--- config.mk ---
export PLATFORM = sky130hd
export DESIGN_NAME = lane_align_mon
export DESIGN_NICKNAME = d
export VERILOG_FILES = /design/src/rtl/lam_pkg.sv /design/src/rtl/lam_char_detect.sv /design/src/rtl/lam_pos_counter.sv /design/src/rtl/lam_err_flags.sv /design/src/rtl/lane_align_mon.sv
export SDC_FILE = /design/constraint.sdc
export NUM_CORES = 1
export LEC_CHECK = 0
export ABC_AREA = 1
export BUFFER_PORTS_ARGS = -buffer_cell sky130_fd_sc_hd__buf_4
export CELL_PAD_IN_SITES_DETAIL_PLACEMENT = 0
export CELL_PAD_IN_SITES_GLOBAL_PLACEMENT = 1
export CORE_UTILIZATION = 26
export DETAILED_ROUTE_END_ITERATION = 8
export GPL_TIMING_DRIVEN = 0
export PLACE_DENSITY_LB_ADDON = 0.3
export SETUP_SLACK_MARGIN = 0.4
export SLEW_MARGIN = 20
export SYNTH_ARGS = -nofsm -noshare
export SYNTH_HDL_FRONTEND = slang
export SYNTH_SLANG_ARGS = --single-unit
--- constraint.sdc ---
create_clock -name clk -period 1.3 [get_ports clk]
set_input_delay 0.325 -clock clk [delete_from_list [all_inputs] [get_ports clk]]
set_output_delay 0.325 -clock clk [all_outputs]
set_load 0.02 [all_outputs]
--- src/rtl/lam_pkg.sv ---
package lam_pkg;
    typedef enum logic [1:0] {
        ST_WAIT_ILA = 2'd0,
        ST_LOCKED   = 2'd1,
        ST_SUSPECT  = 2'd2
    } lam_state_e;

    localparam logic [7:0] ALIGN_CODE = 8'h7C;
    localparam int         NUM_ERR    = 2;
endpackage

--- src/rtl/lam_char_detect.sv ---
module lam_char_detect #(
    parameter logic [7:0] CODE = 8'h7C
) (
    input  logic       rx_valid,
    input  logic [7:0] rx_char,
    input  logic       rx_is_ctrl,
    output logic       is_align
);
    always_comb begin
        is_align = rx_valid && rx_is_ctrl && (rx_char == CODE);
    end
endmodule

--- src/rtl/lam_pos_counter.sv ---
module lam_pos_counter #(
    parameter int MF_LEN = 8,
    localparam int POS_W = (MF_LEN > 1) ? $clog2(MF_LEN) : 1
) (
    input  logic             clk,
    input  logic             rst_n,
    input  logic             restart,
    input  logic             advance,
    output logic [POS_W-1:0] pos,
    output logic             at_end
);
    localparam logic [POS_W-1:0] LAST = POS_W'(MF_LEN - 1);

    always_ff @(posedge clk or negedge rst_n) begin
        if (!rst_n) begin
            pos <= '0;
        end else if (restart) begin
            pos <= '0;
        end else if (advance) begin
            pos <= (pos == LAST) ? '0 : pos + POS_W'(1);
        end
    end

    always_comb begin
        at_end = (pos == LAST);
    end
endmodule

--- src/rtl/lam_err_flags.sv ---
module lam_err_flags #(
    parameter int N = 2
) (
    input  logic         clk,
    input  logic         rst_n,
    input  logic         enable,
    input  logic [N-1:0] set_in,
    input  logic [N-1:0] clr_in,
    output logic [N-1:0] flags
);
    for (genvar i = 0; i < N; i++) begin : g_flag
        always_ff @(posedge clk or negedge rst_n) begin
            if (!rst_n) begin
                flags[i] <= 1'b0;
            end else if (enable && set_in[i]) begin
                flags[i] <= 1'b1;
            end else if (clr_in[i]) begin
                flags[i] <= 1'b0;
            end
        end
    end
endmodule

--- src/rtl/lane_align_mon.sv ---
module lane_align_mon
    import lam_pkg::*;
#(
    parameter int FRAME_OCTETS  = 2,
    parameter int FRAMES_PER_MF = 4,
    localparam int MF_LEN = FRAME_OCTETS * FRAMES_PER_MF,
    localparam int POS_W  = (MF_LEN > 1) ? $clog2(MF_LEN) : 1
) (
    input  logic             clk,
    input  logic             rst_n,
    input  logic             ila_done,
    input  logic             rx_valid,
    input  logic [7:0]       rx_char,
    input  logic             rx_is_ctrl,
    input  logic             buf_empty,
    input  logic             buf_full,
    input  logic [1:0]       err_clr,
    output logic             realign_req,
    output logic [POS_W-1:0] mon_pos,
    output logic             err_underflow,
    output logic             err_overflow
);
    lam_state_e state, state_nxt;
    logic is_align, at_end, active, misplaced, placed, realign_fire, restart;
    logic [NUM_ERR-1:0] err_flags;

    lam_char_detect #(.CODE(ALIGN_CODE)) u_detect (
        .rx_valid  (rx_valid),
        .rx_char   (rx_char),
        .rx_is_ctrl(rx_is_ctrl),
        .is_align  (is_align)
    );

    always_comb begin
        active       = (state != ST_WAIT_ILA);
        misplaced    = active && !ila_done && is_align && !at_end;
        placed       = active && !ila_done && is_align && at_end;
        realign_fire = (state == ST_SUSPECT) && misplaced;
        restart      = ila_done || realign_fire;
    end

    lam_pos_counter #(.MF_LEN(MF_LEN)) u_pos (
        .clk    (clk),
        .rst_n  (rst_n),
        .restart(restart),
        .advance(active && rx_valid),
        .pos    (mon_pos),
        .at_end (at_end)
    );

    always_comb begin
        state_nxt = state;
        unique case (state)
            ST_WAIT_ILA: if (ila_done) state_nxt = ST_LOCKED;
            ST_LOCKED: begin
                if (ila_done)       state_nxt = ST_LOCKED;
                else if (misplaced) state_nxt = ST_SUSPECT;
            end
            ST_SUSPECT: begin
                if (ila_done || misplaced || placed) state_nxt = ST_LOCKED;
            end
            default: state_nxt = ST_WAIT_ILA;
        endcase
    end

    always_ff @(posedge clk or negedge rst_n) begin
        if (!rst_n) state <= ST_WAIT_ILA;
        else        state <= state_nxt;
    end

    always_ff @(posedge clk or negedge rst_n) begin
        if (!rst_n) realign_req <= 1'b0;
        else        realign_req <= realign_fire;
    end

    lam_err_flags #(.N(NUM_ERR)) u_flags (
        .clk   (clk),
        .rst_n (rst_n),
        .enable(active),
        .set_in({buf_full, buf_empty}),
        .clr_in(err_clr),
        .flags (err_flags)
    );

    always_comb begin
        err_underflow = err_flags[0];
        err_overflow  = err_flags[1];
    end
endmodule

# Word level (Yosys, flattened, before mapping)

Cells that the tools add are included.

Logic and storage cells: 46
Bits of input ports: 17
Register bits after elaboration: 8

Equality and inequality tests: 7
Mux-type cells: 12
Add/subtract/negate cells: 1
Reductions and logical operators: 21

Operators by type and width:

| kind                                                  | number |
|---|---|
| logical AND 1 bit                                     | 10 |
| 2-to-1 mux 3 bit                                      | 3 |
| == test 8 x 7 -> 1 bit, second input constant         | 1 |
| 2-to-1 mux 2 bit                                      | 4 |
| nonzero test 2 bit                                    | 4 |
| one-hot mux 2 bit (3 select lines)                    | 1 |
| 2-to-1 mux 1 bit                                      | 4 |
| adder 3 x 1 -> 3 bit, second input constant           | 1 |
| == test 3 bit, second input constant                  | 1 |
| logical OR 1 bit                                      | 3 |
| inequality test 3 bit, second input constant          | 1 |
| AND reduction 3 bit                                   | 1 |
| == test 2 x 1 -> 1 bit, second input constant         | 1 |
| == test 2 bit, second input constant                  | 1 |
| logical NOT 1 bit                                     | 2 |
| logical NOT 2 bit                                     | 1 |
| inequality test 2 x 1 -> 1 bit, second input constant | 1 |
| inequality test 2 bit, second input constant          | 1 |

# Depth between registers and ports, before layout

Depth after elaboration: 8
Gate-level depth with buffers: 10
Mapped depth without buffers: 10

# Hierarchy

From an unflattened synthesis, not the netlist that was laid out.

Cells, all modules: 66
Area, all modules: 450.4 um^2

Modules (own cells, without submodules):

| module          | area each (um^2) | cells each | seq. area each (um^2) | times used |
|---|---|---|---|---|
| lane_align_mon  | 176.4            | 27         | 75.1                  | 1 |
| lam_pos_counter | 155.1            | 19         | 75.1                  | 1 |
| lam_err_flags   | 80.1             | 10         | 50.0                  | 1 |
| lam_char_detect | 38.8             | 10         | 0.0                   | 1 |

# Least setup slack after synthesis

Ideal clock, no wire load.

Path kind: register to register
From: reg u_pos.pos[0]
To: reg u_pos.pos[0]
Setup slack: -0.197 ns
Path buffers: 0
Cell stages (with the launch flop): 11
Arrival: 1.382 ns
Path through: dfrtp_1 ha_1 ha_1 inv_1 nand2_1 nor2_2 nand2_1 inv_1 nand3_1 nand2_2 nor2_1

Word-level cells in the longest chain between the ends: 6

RTL lines:

| what                                                                         | RTL line              | RTL |
|---|---|---|
| start, declared                                                              | lam_pos_counter.sv:9  | `output logic [POS_W-1:0] pos,` |
| start signal, assigned                                                       | lam_pos_counter.sv:20 | `pos <= (pos == LAST) ? '0 : pos + POS_W'(1);` |
| parallel branches: the longest is 6 deep, another holds adder 3 x 1 -> 3 bit | --                    |  |

Several ways; the timed one is not identified. The select of a mux whose other input is x is not followed.
A chain may end at the register's enable or synchronous reset.

# Worst setup path in the final report

From: reg u_pos.pos[1]
To: reg u_pos.pos[0]

Word-level cells in the longest chain between the ends: 6

RTL lines:

| what                                                          | RTL line                                     | RTL |
|---|---|---|
| == test 3 bit *                                               | lam_pos_counter.sv:20, lam_pos_counter.sv:25 |  |
| logical NOT 1 bit                                             | lane_align_mon.sv:36                         | `misplaced = active && !ila_done && is_align && !at_end;` |
| logical AND 1 bit                                             | lane_align_mon.sv:36                         |  |
| logical AND 1 bit                                             | lane_align_mon.sv:38                         | `realign_fire = (state == ST_SUSPECT) && misplaced;` |
| logical OR 1 bit                                              | lane_align_mon.sv:39                         | `restart = ila_done \|\| realign_fire;` |
| 2-to-1 mux 3 bit / nonzero test 2 bit (equally long branches) | --                                           |  |

Every way passes the cells marked *; elsewhere a longest branch is shown, timed or not. The select of a mux whose other input is x is not followed.

==> impl_metrics.env <==
export IMPL_status="complete, but fails checks"
export IMPL_violations="setup timing"
export IMPL_cts_sinks=8
export IMPL_cts_tree="yes"
export IMPL_multi_input_area_sq_um=290.3
export IMPL_skew_ns=0.01131
export IMPL_required_ns=1.44
export IMPL_fillerInstances=197
export IMPL_num_io_pins=23
export IMPL_drive_gt1_frac=0.5340
export IMPL_wl_per_cell_um=8.961
export IMPL_critPathCaptureType="register"
export IMPL_finalSetupTns_ns=-0.4493
export IMPL_worst_r2r_setup_slack_ns=-0.09
export IMPL_grt_pass1_vias=454
export IMPL_routed_via_density=4.008
export IMPL_num_rows=15
export IMPL_rsz0062_at_grt="true"
export IMPL_routed_wl_mm=1.147
export IMPL_ant_nets=0
export IMPL_power_density_nw_per_um2=816.4
export IMPL_p_switching_uw=215.2
export IMPL_port_buffers=22
export IMPL_layout_common_cells="buf_4 (21), nand2_1 (19), inv_1 (12), nor2_1 (8), buf_6 (7)"
export IMPL_antennaDiodeCount=0
export IMPL_swShare=0.3053
export IMPL_antenna_found_initial=0
export IMPL_insertion_delay_ns=0.26
export IMPL_hold_violations=0
export IMPL_fin_crit_sh=1.070
export IMPL_seq_area_frac_synth=0.4010
export IMPL_layout_commonest_cell="buf_4"
export IMPL_grt_pass1_wl_mm=1.835
export IMPL_drtIter0Drc=4
export IMPL_max_freq_mhz=718.9
export IMPL_critPathLaunchType="register"
export IMPL_tightest_slew_ns=0.2416
export IMPL_layout_nets=124
export IMPL_seqPwrFrac=0.412
export IMPL_p_int_uw=489.6
export IMPL_synth_yosys_warnings=0
export IMPL_start_util=0.2830
export IMPL_drc=0
export IMPL_critPathMaxFanout=3
export IMPL_clk_transition_reported_paths_ns=0.06
export IMPL_cp_arrival_ns=1.53
export IMPL_drv_cap=0
export IMPL_regArea_sq_um=205.2
export IMPL_root_buffer="clkbuf_4"
export IMPL_die_w_um=45.82
export IMPL_avgSynthCellArea_sq_um=7.031
export IMPL_syn_nets=90
export IMPL_setup_ws_ns=-0.09100
export IMPL_gp_congestion=0.7465
export IMPL_slew_violations=0
export IMPL_cts_buffers=3
export IMPL_dr_total_vias=513
export IMPL_setup_viol=7
export IMPL_final_cells=128
export IMPL_synth_cells=71
export IMPL_grt_overflow=0
export IMPL_final_core_util=0.4894
export IMPL_pwr_share_comb=0.313
export IMPL_synthesis_area_sq_um=499.2
export IMPL_hold_path_class="primary input to register"
export IMPL_area_growth_pct=72.93
export IMPL_cts_max_path_buffers=2
export IMPL_track_usage=0.1297
export IMPL_timing_slew_headroom=0.8377
export IMPL_yosysUniqueCellTypes=18
export IMPL_crit_type="register to register"
export IMPL_grt_max_degree=9
export IMPL_dr_pass1_iters=4
export IMPL_p_total_uw=704.8
export IMPL_dpl_hpwl_um=840
export IMPL_die_h_um=45.82
export IMPL_fin_crit_ns=1.391
export IMPL_p_leak_nw=0.4508
export IMPL_dp_cells=118
export IMPL_floorplan_die_area_sq_um=2099
export IMPL_clockPowerShare=0.275
export IMPL_ys_ff_latch=8
export IMPL_ir_worst_vdd_mv=0.3672
export IMPL_cts_max_level=1
export IMPL_core_area_sq_um=1764
==> kinds of logic after synthesis <==
group,synth area share
simple gates,0.3760
buf+inv,0.1253
flops,0.4010
compound gates,0.04761
fa+ha+maj,0.05012
==> state kept, by name, summed over array words and instances, names as in the netlist <==
name,cells
state,2
realign_req,1
u_flags.flags,2
u_pos.pos,3
==> final timing paths <==
kind,from,to,cells after the start
worst max-delay path,u_pos.pos[1],u_pos.pos[0],10
worst min-delay path,err_clr[1],u_flags.flags[1],2
worst max register to register,u_pos.pos[1],u_pos.pos[0],10
worst min register to register,u_flags.flags[0],u_flags.flags[0],2
max in group asynchronous,rst_n,u_pos.pos[0],2
min in group asynchronous,rst_n,u_flags.flags[1],2
==> critical path, cell delays in order (launching register included) <==
cell	delay, ns
dfrtp_2	0.42
ha_4	0.17
ha_4	0.15
inv_4	0.05
nand2_2	0.04
nor2_2	0.09
nand2_1	0.05
inv_1	0.07
nand3_2	0.08
nand2_2	0.09
nor2_1	0.04
==> power groups by stage <==
stage / clock network [mW] / registers, mW / logic [mW]
after floorplan: 0 / 0.307 / 0.0783
after global routing: 0.228 / 0.293 / 0.245
after CTS: 0.202 / 0.288 / 0.206
after global placement: 0 / 0.293 / 0.170
final: 0.194 / 0.291 / 0.221
after detailed placement: 0 / 0.293 / 0.172
==> metal layers <==
metal | up-vias | global-route usage | share of wire
met4 | 0 | 0.05294 | 0
met3 | 0 | 0.07143 | 0.066
met5 | - | 0 | 0
met1 | 219 | 0.1504 | 0.43
met2 | 19 | 0.1971 | 0.51
li1 | 275 | - | -
==> area by class of cell <==
type | count | area share
repair buffers | 29 | 0.2855
flip-flops and latches | 8 | 0.2377
inverters | 16 | 0.07826
well taps | 25 | 0.03623
clock buffers | 3 | 0.02609
multi-input cells | 47 | 0.3362
==> synth_stat cells (all sizes together) <==
library cell / count / area share
nand2: 24 / 0.20
nor2: 11 / 0.098
dfrtp: 8 / 0.40
inv: 16 / 0.13
a21oi: 1 / 0.010
nand3b: 1 / 0.015
nand4: 1 / 0.013
nor3: 1 / 0.010
nand3: 3 / 0.040
ha: 2 / 0.050
o21ai: 3 / 0.038
==> metrics by stage <==
step	setup WS [ns]	hold slack (ns)	instance area (sq um)
5_1_grt	-0.1558	0.2086	863.3
3_5_place_dp	-0.1687	0.1513	728.2
6_report	-0.09100	0.2306	863.3
4_1_cts	-0.09493	0.2344	819.5
2_1_floorplan	-0.1249	0.02941	531.8
3_3_place_gp	-0.1601	0.1506	728.2
==> timing repair <==
item | in CTS | in global routing
resized for setup | 10 | 10
setup endpoints to repair | 14 | 14
hold endpoints to repair | 8 | 0
buffers inserted | 4 | 2
hold buffers | 1 | 0
pin swaps | 8 | 2
(Power assumes the default switching activity.)
